$ cat src/rtl/ctl_seq_pkg.sv
package ctl_seq_pkg;

    typedef enum logic [1:0] {
        PH_FETCH = 2'b00,
        PH_INDIR = 2'b01,
        PH_EXEC  = 2'b10,
        PH_INTR  = 2'b11
    } phase_e;

    // Field order puts pc2mar at bit 0 and ira2pc at the top bit.
    typedef struct packed {
        logic ira2pc;
        logic mbr_inc;
        logic mbr2ira;
        logic vec2pc;
        logic save2mar;
        logic pc2mbr;
        logic alu_add;
        logic mbr2mem;
        logic ira2mar;
        logic pc_inc;
        logic mbr2ir;
        logic mem2mbr;
        logic pc2mar;
    } strobe_s;

    localparam int STROBE_W  = $bits(strobe_s);
    localparam int MAX_STEPS = 4;
    localparam int STEP_W    = $clog2(MAX_STEPS);

    function automatic phase_e next_phase(phase_e cur, logic ind, logic irq, logic en);
        case (cur)
            PH_FETCH: return ind ? PH_INDIR : PH_EXEC;
            PH_INDIR: return PH_EXEC;
            PH_EXEC:  return (irq && en) ? PH_INTR : PH_FETCH;
            default:  return PH_FETCH;
        endcase
    endfunction

endpackage

$ cat src/rtl/ctl_step_timer.sv
module ctl_step_timer
    import ctl_seq_pkg::*;
(
    input  logic              clk,
    input  logic              rst,
    input  logic              wrap,
    output logic [STEP_W-1:0] step
);

    logic [STEP_W-1:0] step_q;

    always_ff @(posedge clk) begin
        if (rst || wrap) step_q <= '0;
        else             step_q <= step_q + 1'b1;
    end

    assign step = step_q;

    p_step_wrap_r2: assert property (@(posedge clk) disable iff (rst)
        wrap |=> (step == '0));

endmodule

$ cat src/rtl/ctl_phase_fsm.sv
module ctl_phase_fsm
    import ctl_seq_pkg::*;
(
    input  logic   clk,
    input  logic   rst,
    input  logic   at_end,
    input  logic   ind_bit,
    input  logic   irq,
    input  logic   irq_en,
    output phase_e phase
);

    phase_e phase_q;

    always_ff @(posedge clk) begin
        if (rst)         phase_q <= PH_FETCH;
        else if (at_end) phase_q <= next_phase(phase_q, ind_bit, irq, irq_en);
    end

    assign phase = phase_q;

    p_fetch_branch_r4: assert property (@(posedge clk) disable iff (rst)
        (phase == PH_FETCH && at_end) |=>
            (phase == ($past(ind_bit) ? PH_INDIR : PH_EXEC)));

    p_indir_exec_r5: assert property (@(posedge clk) disable iff (rst)
        (phase == PH_INDIR && at_end) |=> (phase == PH_EXEC));

    p_intr_return_r11: assert property (@(posedge clk) disable iff (rst)
        (phase == PH_INTR && at_end) |=> (phase == PH_FETCH));

endmodule

$ cat src/rtl/ctl_strobe_decode.sv
module ctl_strobe_decode
    import ctl_seq_pkg::*;
#(
    parameter int               OPC_W   = 4,
    parameter logic [OPC_W-1:0] OPC_ADD = OPC_W'(1),
    parameter logic [OPC_W-1:0] OPC_ISZ = OPC_W'(2),
    parameter logic [OPC_W-1:0] OPC_BSA = OPC_W'(3)
) (
    input  phase_e            phase,
    input  logic [STEP_W-1:0] step,
    input  logic [OPC_W-1:0]  opcode,
    input  logic              zero_flag,
    output strobe_s           strb,
    output logic              at_end
);

    localparam logic [STEP_W-1:0] S0 = STEP_W'(0);
    localparam logic [STEP_W-1:0] S1 = STEP_W'(1);
    localparam logic [STEP_W-1:0] S2 = STEP_W'(2);
    localparam logic [STEP_W-1:0] S3 = STEP_W'(3);

    logic [STEP_W-1:0] last;

    always_comb begin
        strb = '0;
        last = S2;
        case (phase)
            PH_FETCH: begin
                strb.pc2mar  = (step == S0);
                strb.mem2mbr = (step == S1);
                strb.pc_inc  = (step == S1);
                strb.mbr2ir  = (step == S2);
            end
            PH_INDIR: begin
                strb.ira2mar = (step == S0);
                strb.mem2mbr = (step == S1);
                strb.mbr2ira = (step == S2);
            end
            PH_EXEC: begin
                if (opcode == OPC_ADD) begin
                    strb.ira2mar = (step == S0);
                    strb.mem2mbr = (step == S1);
                    strb.alu_add = (step == S2);
                end else if (opcode == OPC_ISZ) begin
                    last         = S3;
                    strb.ira2mar = (step == S0);
                    strb.mem2mbr = (step == S1);
                    strb.mbr_inc = (step == S2);
                    strb.mbr2mem = (step == S3);
                    strb.pc_inc  = (step == S3) && zero_flag;
                end else if (opcode == OPC_BSA) begin
                    strb.ira2mar = (step == S0);
                    strb.pc2mbr  = (step == S0);
                    strb.ira2pc  = (step == S1);
                    strb.mbr2mem = (step == S1);
                    strb.pc_inc  = (step == S2);
                end else begin
                    last = S0;
                end
            end
            default: begin
                strb.pc2mbr   = (step == S0);
                strb.save2mar = (step == S1);
                strb.vec2pc   = (step == S1);
                strb.mbr2mem  = (step == S2);
            end
        endcase
        at_end = (step >= last);
    end

endmodule

$ cat src/rtl/ctl_sequencer.sv
module ctl_sequencer
    import ctl_seq_pkg::*;
#(
    parameter int               OPC_W   = 4,
    parameter logic [OPC_W-1:0] OPC_ADD = OPC_W'(1),
    parameter logic [OPC_W-1:0] OPC_ISZ = OPC_W'(2),
    parameter logic [OPC_W-1:0] OPC_BSA = OPC_W'(3)
) (
    input  logic                clk,
    input  logic                rst,
    input  logic [OPC_W-1:0]    opcode,
    input  logic                ind_bit,
    input  logic                zero_flag,
    input  logic                irq,
    input  logic                irq_en,
    output logic [1:0]          cycle_code,
    output logic [STEP_W-1:0]   step,
    output logic [STROBE_W-1:0] ctl
);

    phase_e            phase;
    logic [STEP_W-1:0] step_w;
    strobe_s           strb;
    logic              at_end;

    ctl_step_timer u_timer (
        .clk  (clk),
        .rst  (rst),
        .wrap (at_end),
        .step (step_w)
    );

    ctl_phase_fsm u_fsm (
        .clk     (clk),
        .rst     (rst),
        .at_end  (at_end),
        .ind_bit (ind_bit),
        .irq     (irq),
        .irq_en  (irq_en),
        .phase   (phase)
    );

    ctl_strobe_decode #(
        .OPC_W   (OPC_W),
        .OPC_ADD (OPC_ADD),
        .OPC_ISZ (OPC_ISZ),
        .OPC_BSA (OPC_BSA)
    ) u_dec (
        .phase     (phase),
        .step      (step_w),
        .opcode    (opcode),
        .zero_flag (zero_flag),
        .strb      (strb),
        .at_end    (at_end)
    );

    assign cycle_code = phase;
    assign step       = step_w;
    assign ctl        = strb;

    p_reset_fetch_r1: assert property (@(posedge clk)
        rst |=> (cycle_code == 2'b00 && step == '0));

    p_step_restart_r2: assert property (@(posedge clk) disable iff (rst)
        (cycle_code != $past(cycle_code)) |-> (step == '0));

    p_irq_gate_r10: assert property (@(posedge clk) disable iff (rst)
        (cycle_code == 2'b11 && $past(cycle_code) == 2'b10) |-> $past(irq && irq_en));

    p_step3_isz_r7: assert property (@(posedge clk) disable iff (rst)
        (step == STEP_W'(3)) |-> (cycle_code == 2'b10 && opcode == OPC_ISZ));

    p_mbr_rw_r12: assert property (@(posedge clk) disable iff (rst)
        ctl[1] |-> !(ctl[2] || ctl[5] || ctl[10] || ctl[11]));

endmodule

$ cat config.mk
export PLATFORM = sky130hd
export DESIGN_NAME = ctl_sequencer
export DESIGN_NICKNAME = d
export VERILOG_FILES = /design/src/rtl/ctl_seq_pkg.sv /design/src/rtl/ctl_step_timer.sv /design/src/rtl/ctl_phase_fsm.sv /design/src/rtl/ctl_strobe_decode.sv /design/src/rtl/ctl_sequencer.sv
export SDC_FILE = /design/constraint.sdc
export NUM_CORES = 1
export LEC_CHECK = 0
export BUFFER_PORTS_ARGS = -buffer_cell sky130_fd_sc_hd__buf_2
export CORE_AREA = 3 3 40 42
export CTS_CLUSTER_SIZE = 30
export DETAILED_ROUTE_END_ITERATION = 16
export DIE_AREA = 0 0 43 45
export PLACE_DENSITY = 0.69
export SLEW_MARGIN = 0
export SYNTH_ARGS = -nofsm -noshare
export SYNTH_HDL_FRONTEND = slang
export SYNTH_SLANG_ARGS = --single-unit
$ cat constraint.sdc
create_clock -name clk -period 2.19 [get_ports clk]
set_input_delay 0.1095 -clock clk [delete_from_list [all_inputs] [get_ports clk]]
set_output_delay 0.1095 -clock clk [all_outputs]
set_load 0.02 [all_outputs]
==> summary.md, run 1 <==
## Outcome
• complete, no violations — result of the run

## Critical path
• reg2reg — worst setup path class
• u_fsm.phase[1]$_SDFFE_PP0P_ — worst reg2reg endpoint
• 2.35 ns — CP Data Required Time
• 9 — number of cell instances on the worst register-to-register path
• flip-flop — nature of the critical path endpoint
• flip-flop — crit path launch type
• 2.18 ns — Worst Path Arrival
• 4 — worst-path maximum fanout
• 0.17 ns — worst reg2reg setup slack
• u_fsm.phase[0]$_SDFFE_PP0P_ — worst r2r src

## Final layout
• 104 — number of standard cells in the layout, taps in and fillers out
• 81.3 um^2 — Sequential Area
• 40.4% — proportion of layout cells with a drive suffix above 1
• 39.2% — Layout Area Growth over Synthesis
• 412 um^2 — footprint of the multi-input gates
• 111 — Nets
• 0 — antenna diode instance count
• 128 — count of fill cells added during filler insertion

## Global routing
• 475 — vias in the first global route
• 0 — global route overflow
• 12 — maximum number of pins on one net before global-route repair
• 1950 um — global-route wire length before repair
• 13.1% — total global routing track utilization
• 0 — initial antenna violation count

## Clock network
• clkbuf_4 — Root Buffer Master
• 0.04 ns — CTS clk-pin slew, worst paths
• 0 — setup fix buffers added after clock tree synthesis
• 0.23 ns — clock latency on the worst-skew pair
• 3 — Inserted Clock Buffers
• built — TritonCTS clock tree
• 0 — Post-CTS Hold Fix Bufs
• 1 — CTS H-tree depth
• 4 — total number of clock tree sinks
• 2 — buffer levels on the longest clock path

## Drt
• 0 — count of antenna-violating nets left after detailed routing
• 7 — First DRT Iteration DRCs
• 523 — detailed-route via count
• 0 — number of remaining DRC errors
• 1250 um — total routed wirelength
• 5.03 — via density per instance
• 4 — First-pass DRT Iterations
• 12.0 um — average wire per cell in the routed design

## Place
• 1030 um — dpl hpwl
• 26 — input/output buffers
• 0.729 — final weighted congestion of routability-driven global placement
• 101 — Cell Count Post-Placement

## Power and ir drop
• 0.348 nW — Leakage
• 0.604 mV — Max rail drop VDD
• 1210 nW/um^2 — power per standard cell area
• 0.842 mW — Design Power

## Logic synthesis
• 80 — syn nets
• ha_1 — cell type contributing the most total cell area after synthesis
• dfxtp_1 — most common flop cell mapped by yosys
• 60 — number of instances in the synthesized netlist
• 0% — post-synthesis async set-or-reset flop share
• ha_1 — cell with the most instances after synthesis
• 8.36 um^2 — mean post-synth cell area
• 10 x ha_1, 6 x and2_1, 5 x inv_1 — synth cell count leaders
• 502 um^2 — Synth Cell Area
• 0 — count of yosys warnings during synthesis
• 24.9% — Yosys top cell area share
• 26 — distinct cell type count of the synthesized netlist
• 4 — count of state elements after synthesis
• ha_1 25%, dfxtp_1 16%, and2_1 7.5% — top cells by area, synth
• 16.0% — Seq/Total Area, Yosys
• 0 — number of synthesized flops with an enable pin

## Worst hold path
• in2reg — path type of the worst min-delay path
• u_fsm.phase[0]$_SDFFE_PP0P_ — worst-case hold path end point
• 3 — depth of the worst hold-timing path
• ind_bit — source of the worst hold timing path

## STA
• 0 — number of endpoints with negative hold slack in the final report
• 495 MHz — achievable clock frequency
• 2.02 ns — clock period minus worst slack
• 92.3% — final cycle utilization of the critical path
• 83.0% — Max-Slew Margin vs Limit
• 0 — endpoints failing setup
• false — unrepaired setup endpoints after global routing
• 0.000529 ns — skew final
• 0 — Max Slew Vio Count
• 0 ns — total negative setup slack
• 0.255 ns — Slew @ Worst Pin

## Floorplan
• 1280 um^2 — Core Area
• 43 um — Chip Width
• 1940 um^2 — Die Area
• 27 — I/O Pins
• 13 — # rows
• 39.0% — Initial Util
• 45 um — Chip Height

## Run
• 0 — # Max-Cap Violations

flip-flops by register name, summed over array words and instances, names as in the netlist:
signal,count
u_fsm.phase,2
u_timer.step,2
kinds of logic (layout without fill, tap and decap cells):
| kind of cell | after synthesis | in the layout | share of synthesized area, % |
|---|---|---|---|
| AOI/OAI and AO/OA | 14 | 14 | 20.0 |
| xor gates and xnor gates | 1 | 1 | 1.75 |
| adders and majority gates | 10 | 10 | 24.9 |
| buffers and inverters | 7 | 36 | 6.23 |
| DFF | 4 | 4 | 16.0 |
| and+or+nand+nor | 24 | 24 | 31.2 |
placed cells by master, fill, tap and decap left out, drive strengths merged, types with 2 or more instances in the layout:
master / synthesis / routed
buf: 2 / 28
ha: 10 / 10
and2: 6 / 6
inv: 5 / 5
nand2: 4 / 4
nor3b: 4 / 4
dfxtp: 4 / 4
nor2b: 3 / 3
nor2: 3 / 3
clkbuf: 0 / 3
a21oi: 2 / 2
o21ai: 2 / 2
a211oi: 2 / 2
o2bb2ai: 2 / 2
layer usage:
layer	wire length, um	GRT usage (%)	vias up
met3	82	2.79	0
met2	615	23.1	15
met5	0	0	-
met1	551	14.7	232
met4	0	7.23	0
li1	-	-	276
timing repair:
item	in CTS	in global routing
setup endpoints to repair	0	4
hold endpoints to repair	0	0
gates resized for setup	0	5
worst max-delay path by stage:
stage	startpoint	slack [ns]	endpoint
finish	u_fsm.phase[0]$_SDFFE_PP0P_	0.17	u_fsm.phase[1]$_SDFFE_PP0P_
floorplan	u_fsm.phase[0]$_SDFFE_PP0P_	0.07	u_fsm.phase[1]$_SDFFE_PP0P_
detailed placement	u_fsm.phase[1]$_SDFFE_PP0P_	0.02	u_timer.step[1]$_SDFF_PP0_
global route	u_fsm.phase[0]$_SDFFE_PP0P_	0.02	u_timer.step[1]$_SDFF_PP0_
global placement	u_fsm.phase[1]$_SDFFE_PP0P_	0.18	u_fsm.phase[0]$_SDFFE_PP0P_
CTS	u_fsm.phase[1]$_SDFFE_PP0P_	0.008	u_timer.step[1]$_SDFF_PP0_
through the flow:
step | worst slack [ns] | util, % | cell area (um^2) | hold slack [ns]
2_1_floorplan | 0.0692 | - | 502 | 0.279
5_1_grt | 0.0178 | 54.3 | 698 | 0.219
3_5_place_dp | 0.0193 | 50.8 | 653 | 0.435
6_report | 0.169 | 54.3 | 698 | 0.189
4_1_cts | 0.00845 | 52.6 | 676 | 0.191
3_3_place_gp | 0.175 | 50.8 | 653 | 0.420
final cells by class:
| class | instances | share of cell area (%) |
|---|---|---|
| Clock buffer | 3 | 3.23 |
| Inverter | 5 | 2.69 |
| Multi-Input combinational cell | 49 | 59.0 |
| Sequential cell | 4 | 11.6 |
| Tap cell | 15 | 2.69 |
| Timing Repair Buffer | 28 | 20.8 |
power breakdown:
part / switching [mW] / internal [mW] / total, mW
clock: 0.0306 / 0.0613 / 0.0919
sequential: 0.0348 / 0.109 / 0.144
combinational: 0.351 / 0.256 / 0.607
critical path, stage by stage (launching register included):
cell       delay (ns)
dfxtp_1          0.33
inv_1            0.07
ha_2             0.21
nor3b_4          0.16
nand2_1          0.11
nor2_1           0.06
ha_1             0.28
nor3b_1          0.04
or4_1            0.51
o2bb2ai_1        0.16
No activity file was read; power rests on OpenSTA's default activity.
==> inputs of run 2 (changes only) <==
--- a/config.mk
+++ b/config.mk
@@ -10,6 +10,7 @@
 export CTS_CLUSTER_SIZE = 30
 export DETAILED_ROUTE_END_ITERATION = 16
 export DIE_AREA = 0 0 43 45
+export GPL_TIMING_DRIVEN = 0
 export PLACE_DENSITY = 0.69
 export SLEW_MARGIN = 0
 export SYNTH_ARGS = -nofsm -noshare
==> summary.md, run 2 (synthesis results as in run 1) <==
## Drt
• 0 — count of antenna-violating nets left after detailed routing
• 1 — First DRT Iteration DRCs
• 508 um — WL met1
• 4 — First-pass DRT Iterations
• 516 — detailed-route via count
• 0 — number of remaining DRC errors
• 1140 um — total routed wirelength
• met4 — max layer used
• 4.91 — via density per instance
• 72 um — routed wl met3
• 546 um — routed length on met2
• 10.9 um — average wire per cell in the routed design

## Floorplan
• 27 — I/O Pins
• 1280 um^2 — Core Area
• 43 um — Chip Width
• 39.0% — Initial Util
• 13 — # rows
• 45 um — Chip Height
• 1940 um^2 — Die Area

## STA
• 0 ns — total negative setup slack
• 0.230 ns — Slew @ Worst Pin
• 0 — Max Slew Vio Count
• 2.01 ns — clock period minus worst slack
• 498 MHz — achievable clock frequency
• false — unrepaired setup endpoints after global routing
• 0 — endpoints failing setup
• 84.6% — Max-Slew Margin vs Limit
• 91.7% — final cycle utilization of the critical path
• 0.00313 ns — skew final
• 0 — number of endpoints with negative hold slack in the final report

## Power and ir drop
• 70.8% — proportion of power drawn by combinational gates
• 0.414 mW — internal power of the cells
• 0.526 mV — Max rail drop VDD
• 49.0% — share of total power consumed by net switching
• 0.398 mW — net switching power figure
• 0.352 nW — Leakage
• 18.0% — Sequential Power Share
• 11.3% — share of power burned in the clock network
• 1170 nW/um^2 — power per standard cell area

## Worst hold path
• u_fsm.phase[0]$_SDFFE_PP0P_ — worst-case hold path end point
• in2reg — path type of the worst min-delay path
• ind_bit — source of the worst hold timing path
• 3 — depth of the worst hold-timing path

## Critical path
• 9 — number of cell instances on the worst register-to-register path
• u_fsm.phase[0]$_SDFFE_PP0P_ — worst reg2reg endpoint
• ha_1 — CP most frequent cell
• 0.18 ns — worst reg2reg setup slack
• reg2reg — worst setup path class
• 5 — worst-path maximum fanout
• inv_1 > ha_1 > nor3b_4 > nand2_2 > nor2_1 > ha_1 > nor3b_1 > or4_1 > o2bb2ai_1 — cell-by-cell trace of the critical path
• or4_1 — slowest cell on the critical path
• u_fsm.phase[0]$_SDFFE_PP0P_ — worst r2r src
• 2.35 ns — CP Data Required Time
• flip-flop — crit path launch type
• 2.17 ns — Worst Path Arrival
• flip-flop — nature of the critical path endpoint
• 0.49 ns — slowest cell delay on critical path

## Final layout
• buf_2 — most frequent standard cell in the layout excluding fill and tap cells
• 0 — antenna diode instance count
• 27 x buf_2, 10 x ha_1, 6 x and2_1, 5 x inv_1 — most used cells in the layout excluding fill and tap cells
• 112 — Nets
• 697 um^2 — final cell area excluding filler cells
• 40.0% — proportion of layout cells with a drive suffix above 1
• 38.9% — Layout Area Growth over Synthesis
• 127 — count of fill cells added during filler insertion

## Global routing
• 0 — initial antenna violation count
• 11 — maximum number of pins on one net before global-route repair
• 1930 um — global-route wire length before repair
• 13.2% — total global routing track utilization
• 491 — vias in the first global route
• 0 — global route overflow

## Clock network
• built — TritonCTS clock tree
• 2 — buffer levels on the longest clock path
• 1 — CTS H-tree depth
• clkbuf_4 — Root Buffer Master
• 0.04 ns — CTS clk-pin slew, worst paths
• 3 — Inserted Clock Buffers
• 0 — Post-CTS Hold Fix Bufs
• 4 — total number of clock tree sinks
• 0.24 ns — clock latency on the worst-skew pair

## Place
• 0.730 — final weighted congestion of routability-driven global placement
• 26 — input/output buffers
• 948 um — dpl hpwl
• 651 um^2 — standard cell area after detailed placement

## Outcome
• complete, no violations — result of the run

## Run
• 0 — # Max-Cap Violations

-- run 2: cell count changes in the layout (fill, tap and decap cells not counted), sizes merged --
cell | previous run | this run
buf | 28 | 29
-- run 2: critical path, delay by kind of cell (launching register included) --
kind | cells | cell delay (ns)
fa+ha+maj | 2 | 0.52
flops | 1 | 0.35
buf+inv | 1 | 0.06
compound gates | 1 | 0.16
simple gates | 5 | 0.85
-- run 2: per-layer routing --
layer  track usage (%)  vias to the layer above
met5                 0                        -
met4              10.8                        0
met3              1.20                        2
met2              21.9                       20
met1              15.4                      221
li1                  -                      273
-- run 2: timing repair --
item | CTS | global route
gates resized for setup | 1 | 3
endpoints found under the setup margin | 4 | 4
pin swaps | 0 | 1
buffers inserted | 0 | 1
-- run 2: layout make-up --
cell class	instances	area, um^2	area share, %
Multi-Input combinational cell	49	405	58.2
Inverter	5	18.8	2.69
Tap cell	15	18.8	2.69
Clock buffer	3	22.5	3.23
Buffer	2	12.5	1.80
Timing Repair Buffer	27	138	19.7
Sequential cell	4	81.3	11.7
-- run 2: stage by stage --
step	utilization [%]	cells	power (mW)	hold slack, ns	setup slack, ns
2_1_floorplan	-	60	0.538	0.279	0.0692
3_3_place_gp	50.6	101	0.691	0.406	0.00315
3_5_place_dp	50.6	101	0.699	0.414	-0.0274
4_1_cts	52.8	104	0.806	0.158	0.0656
5_1_grt	54.2	105	0.899	0.190	0.0354
6_report	54.2	105	0.812	0.166	0.182
-- run 2: power groups by stage --
stage                     sequential (mW)  clock, mW  combinational, mW
after floorplan                     0.183          0              0.355
after global placement              0.147          0              0.544
after detailed placement            0.147          0              0.552
after CTS                           0.146     0.0995              0.561
after global routing                0.153      0.102              0.644
final                               0.146     0.0916              0.575
-- run 2: worst max path at each step --
stage,startpoint,end,cells past startpoint
2_1_floorplan,u_fsm.phase[0]$_SDFFE_PP0P_,u_fsm.phase[1]$_SDFFE_PP0P_,9
3_3_place_gp,u_fsm.phase[0]$_SDFFE_PP0P_,u_timer.step[1]$_SDFF_PP0_,9
3_5_place_dp,u_fsm.phase[0]$_SDFFE_PP0P_,u_timer.step[0]$_SDFF_PP0_,9
4_1_cts,u_fsm.phase[0]$_SDFFE_PP0P_,u_fsm.phase[0]$_SDFFE_PP0P_,9
5_1_grt,u_fsm.phase[0]$_SDFFE_PP0P_,u_fsm.phase[1]$_SDFFE_PP0P_,9
6_report,u_fsm.phase[0]$_SDFFE_PP0P_,u_fsm.phase[0]$_SDFFE_PP0P_,9
==> inputs of run 3 (changes only) <==
--- a/config.mk
+++ b/config.mk
@@ -6,12 +6,15 @@
 export NUM_CORES = 1
 export LEC_CHECK = 0
 export BUFFER_PORTS_ARGS = -buffer_cell sky130_fd_sc_hd__buf_2
-export CORE_AREA = 3 3 40 42
+export CELL_PAD_IN_SITES_DETAIL_PLACEMENT = 0
+export CELL_PAD_IN_SITES_GLOBAL_PLACEMENT = 1
+export CORE_ASPECT_RATIO = 1.1
+export CORE_MARGIN = 3
+export CORE_UTILIZATION = 29
 export CTS_CLUSTER_SIZE = 30
 export DETAILED_ROUTE_END_ITERATION = 16
-export DIE_AREA = 0 0 43 45
 export GPL_TIMING_DRIVEN = 0
-export PLACE_DENSITY = 0.69
+export PLACE_DENSITY_LB_ADDON = 0.1
 export SLEW_MARGIN = 0
 export SYNTH_ARGS = -nofsm -noshare
 export SYNTH_HDL_FRONTEND = slang
==> summary.md, run 3 (synthesis results as in run 1) <==
## STA
• 0.276 ns — Slew @ Worst Pin
• 0 — Max Slew Vio Count
• 0 — number of endpoints with negative hold slack in the final report
• 0 ns — total negative setup slack
• 497 MHz — achievable clock frequency
• 2.01 ns — clock period minus worst slack
• 91.9% — final cycle utilization of the critical path
• 0.00645 ns — skew final
• false — unrepaired setup endpoints after global routing
• 81.6% — Max-Slew Margin vs Limit
• 0 — endpoints failing setup

## Place
• 653 um^2 — standard cell area after detailed placement
• 1000 um — dpl hpwl
• 26 — input/output buffers
• 0.706 — final weighted congestion of routability-driven global placement
• 103 — Cell Count Post-Placement

## Floorplan
• 15 — # rows
• 45.7 um — Chip Width
• 1600 um^2 — Core Area
• 27 — I/O Pins
• 2270 um^2 — Die Area
• 31.5% — Initial Util
• 49.6 um — Chip Height

## Final layout
• buf_2 — most frequent standard cell in the layout excluding fill and tap cells
• 43.4% — utilization after layout
• 40.0% — proportion of layout cells with a drive suffix above 1
• 37.9% — Layout Area Growth over Synthesis
• 107 — number of standard cells in the layout, taps in and fillers out
• 692 um^2 — final cell area excluding filler cells
• 398 um^2 — footprint of the multi-input gates
• 81.3 um^2 — Sequential Area
• 27 x buf_2, 10 x ha_1, 6 x and2_1, 5 x inv_1 — most used cells in the layout excluding fill and tap cells
• 0 — antenna diode instance count
• 112 — Nets
• 174 — count of fill cells added during filler insertion

## Clock network
• 0.24 ns — clock latency on the worst-skew pair
• clkbuf_4 — Root Buffer Master
• 2 — buffer levels on the longest clock path
• built — TritonCTS clock tree
• 3 — Inserted Clock Buffers
• 0 — Post-CTS Hold Fix Bufs
• 0.04 ns — CTS clk-pin slew, worst paths
• 1 — CTS H-tree depth
• 4 — total number of clock tree sinks

## Critical path
• reg2reg — worst setup path class
• 2.18 ns — Worst Path Arrival
• flip-flop — crit path launch type
• inv_1 > ha_1 > nor3b_4 > nand2_2 > nor2_1 > ha_1 > nor3b_1 > or4_1 > o2bb2ai_1 — cell-by-cell trace of the critical path
• 5 — worst-path maximum fanout
• ha_1 — CP most frequent cell
• 0.49 ns — slowest cell delay on critical path
• flip-flop — nature of the critical path endpoint
• 2.36 ns — CP Data Required Time
• or4_1 — slowest cell on the critical path

## Power and ir drop
• 0.351 nW — Leakage
• 0.500 mV — Max rail drop VDD
• 1160 nW/um^2 — power per standard cell area
• 0.802 mW — Design Power

## Drt
• 2 — First-pass DRT Iterations
• 1230 um — total routed wirelength
• 0 — count of antenna-violating nets left after detailed routing
• 7 — First DRT Iteration DRCs
• 0 — number of remaining DRC errors
• 4.78 — via density per instance
• 11.5 um — average wire per cell in the routed design
• 511 — detailed-route via count

## Global routing
• 1840 um — global-route wire length before repair
• 0 — global route overflow
• 0 — initial antenna violation count
• 11 — maximum number of pins on one net before global-route repair
• 11.4% — total global routing track utilization
• 459 — vias in the first global route

## Worst hold path
• in2reg — path type of the worst min-delay path

## Outcome
• complete, no violations — result of the run

## Run
• 0 — # Max-Cap Violations

-- run 3: worst paths after layout --
check	from	endpoint	slack, ns	cells past startpoint
max	u_fsm.phase[0]$_SDFFE_PP0P_	u_fsm.phase[0]$_SDFFE_PP0P_	0.18	9
min	ind_bit	u_fsm.phase[0]$_SDFFE_PP0P_	0.16	3
max reg2reg	u_fsm.phase[0]$_SDFFE_PP0P_	u_fsm.phase[0]$_SDFFE_PP0P_	0.18	9
min reg2reg	u_fsm.phase[0]$_SDFFE_PP0P_	u_fsm.phase[0]$_SDFFE_PP0P_	0.50	1
-- run 3: per-layer routing --
layer  global-route usage [%]  up-vias  part of all wire (%)
met5                        0        -                     0
met4                     10.2        0                   3.6
met3                     2.19        5                   8.0
met2                     16.3       20                    43
met1                     13.8      211                    46
li1                         -      275                     -
-- run 3: final cells by class --
type	instances	area share, %
flip-flops and latches	4	11.8
plain buffers	2	1.81
inverters	5	2.71
repair buffers	27	19.9
multi-input cells	49	57.5
well taps	17	3.07
clock buffers	3	3.25
-- run 3: worst max-delay path, delay by kind of cell (launching register included) --
kind	cells	cell delay [ns]
DFF	1	0.35
and+or+nand+nor	5	0.84
adders and majority gates	2	0.51
buffers and inverters	1	0.07
AOI/OAI and AO/OA	1	0.16
-- run 3: where the power goes --
part | internal (mW) | switching, mW | leakage, nW
registers | 0.109 | 0.0382 | 0.0333
logic | 0.234 | 0.325 | 0.304
clock network | 0.0615 | 0.0336 | 0.0138
-- run 3: timing repair --
action | in CTS | in global routing
setup endpoints to repair | 4 | 4
setup buffers | 0 | 1
cloned | 0 | 0
gates resized for setup | 1 | 2
-- run 3: metrics by stage --
| step | hold WS [ns] | setup slack, ns |
|---|---|---|
| after floorplan | 0.279 | 0.0692 |
| after detailed placement | 0.405 | -0.0734 |
| after CTS | 0.158 | 0.0371 |
| after global routing | 0.173 | 0.0212 |
| final | 0.163 | 0.177 |
| after global placement | 0.412 | -0.0599 |
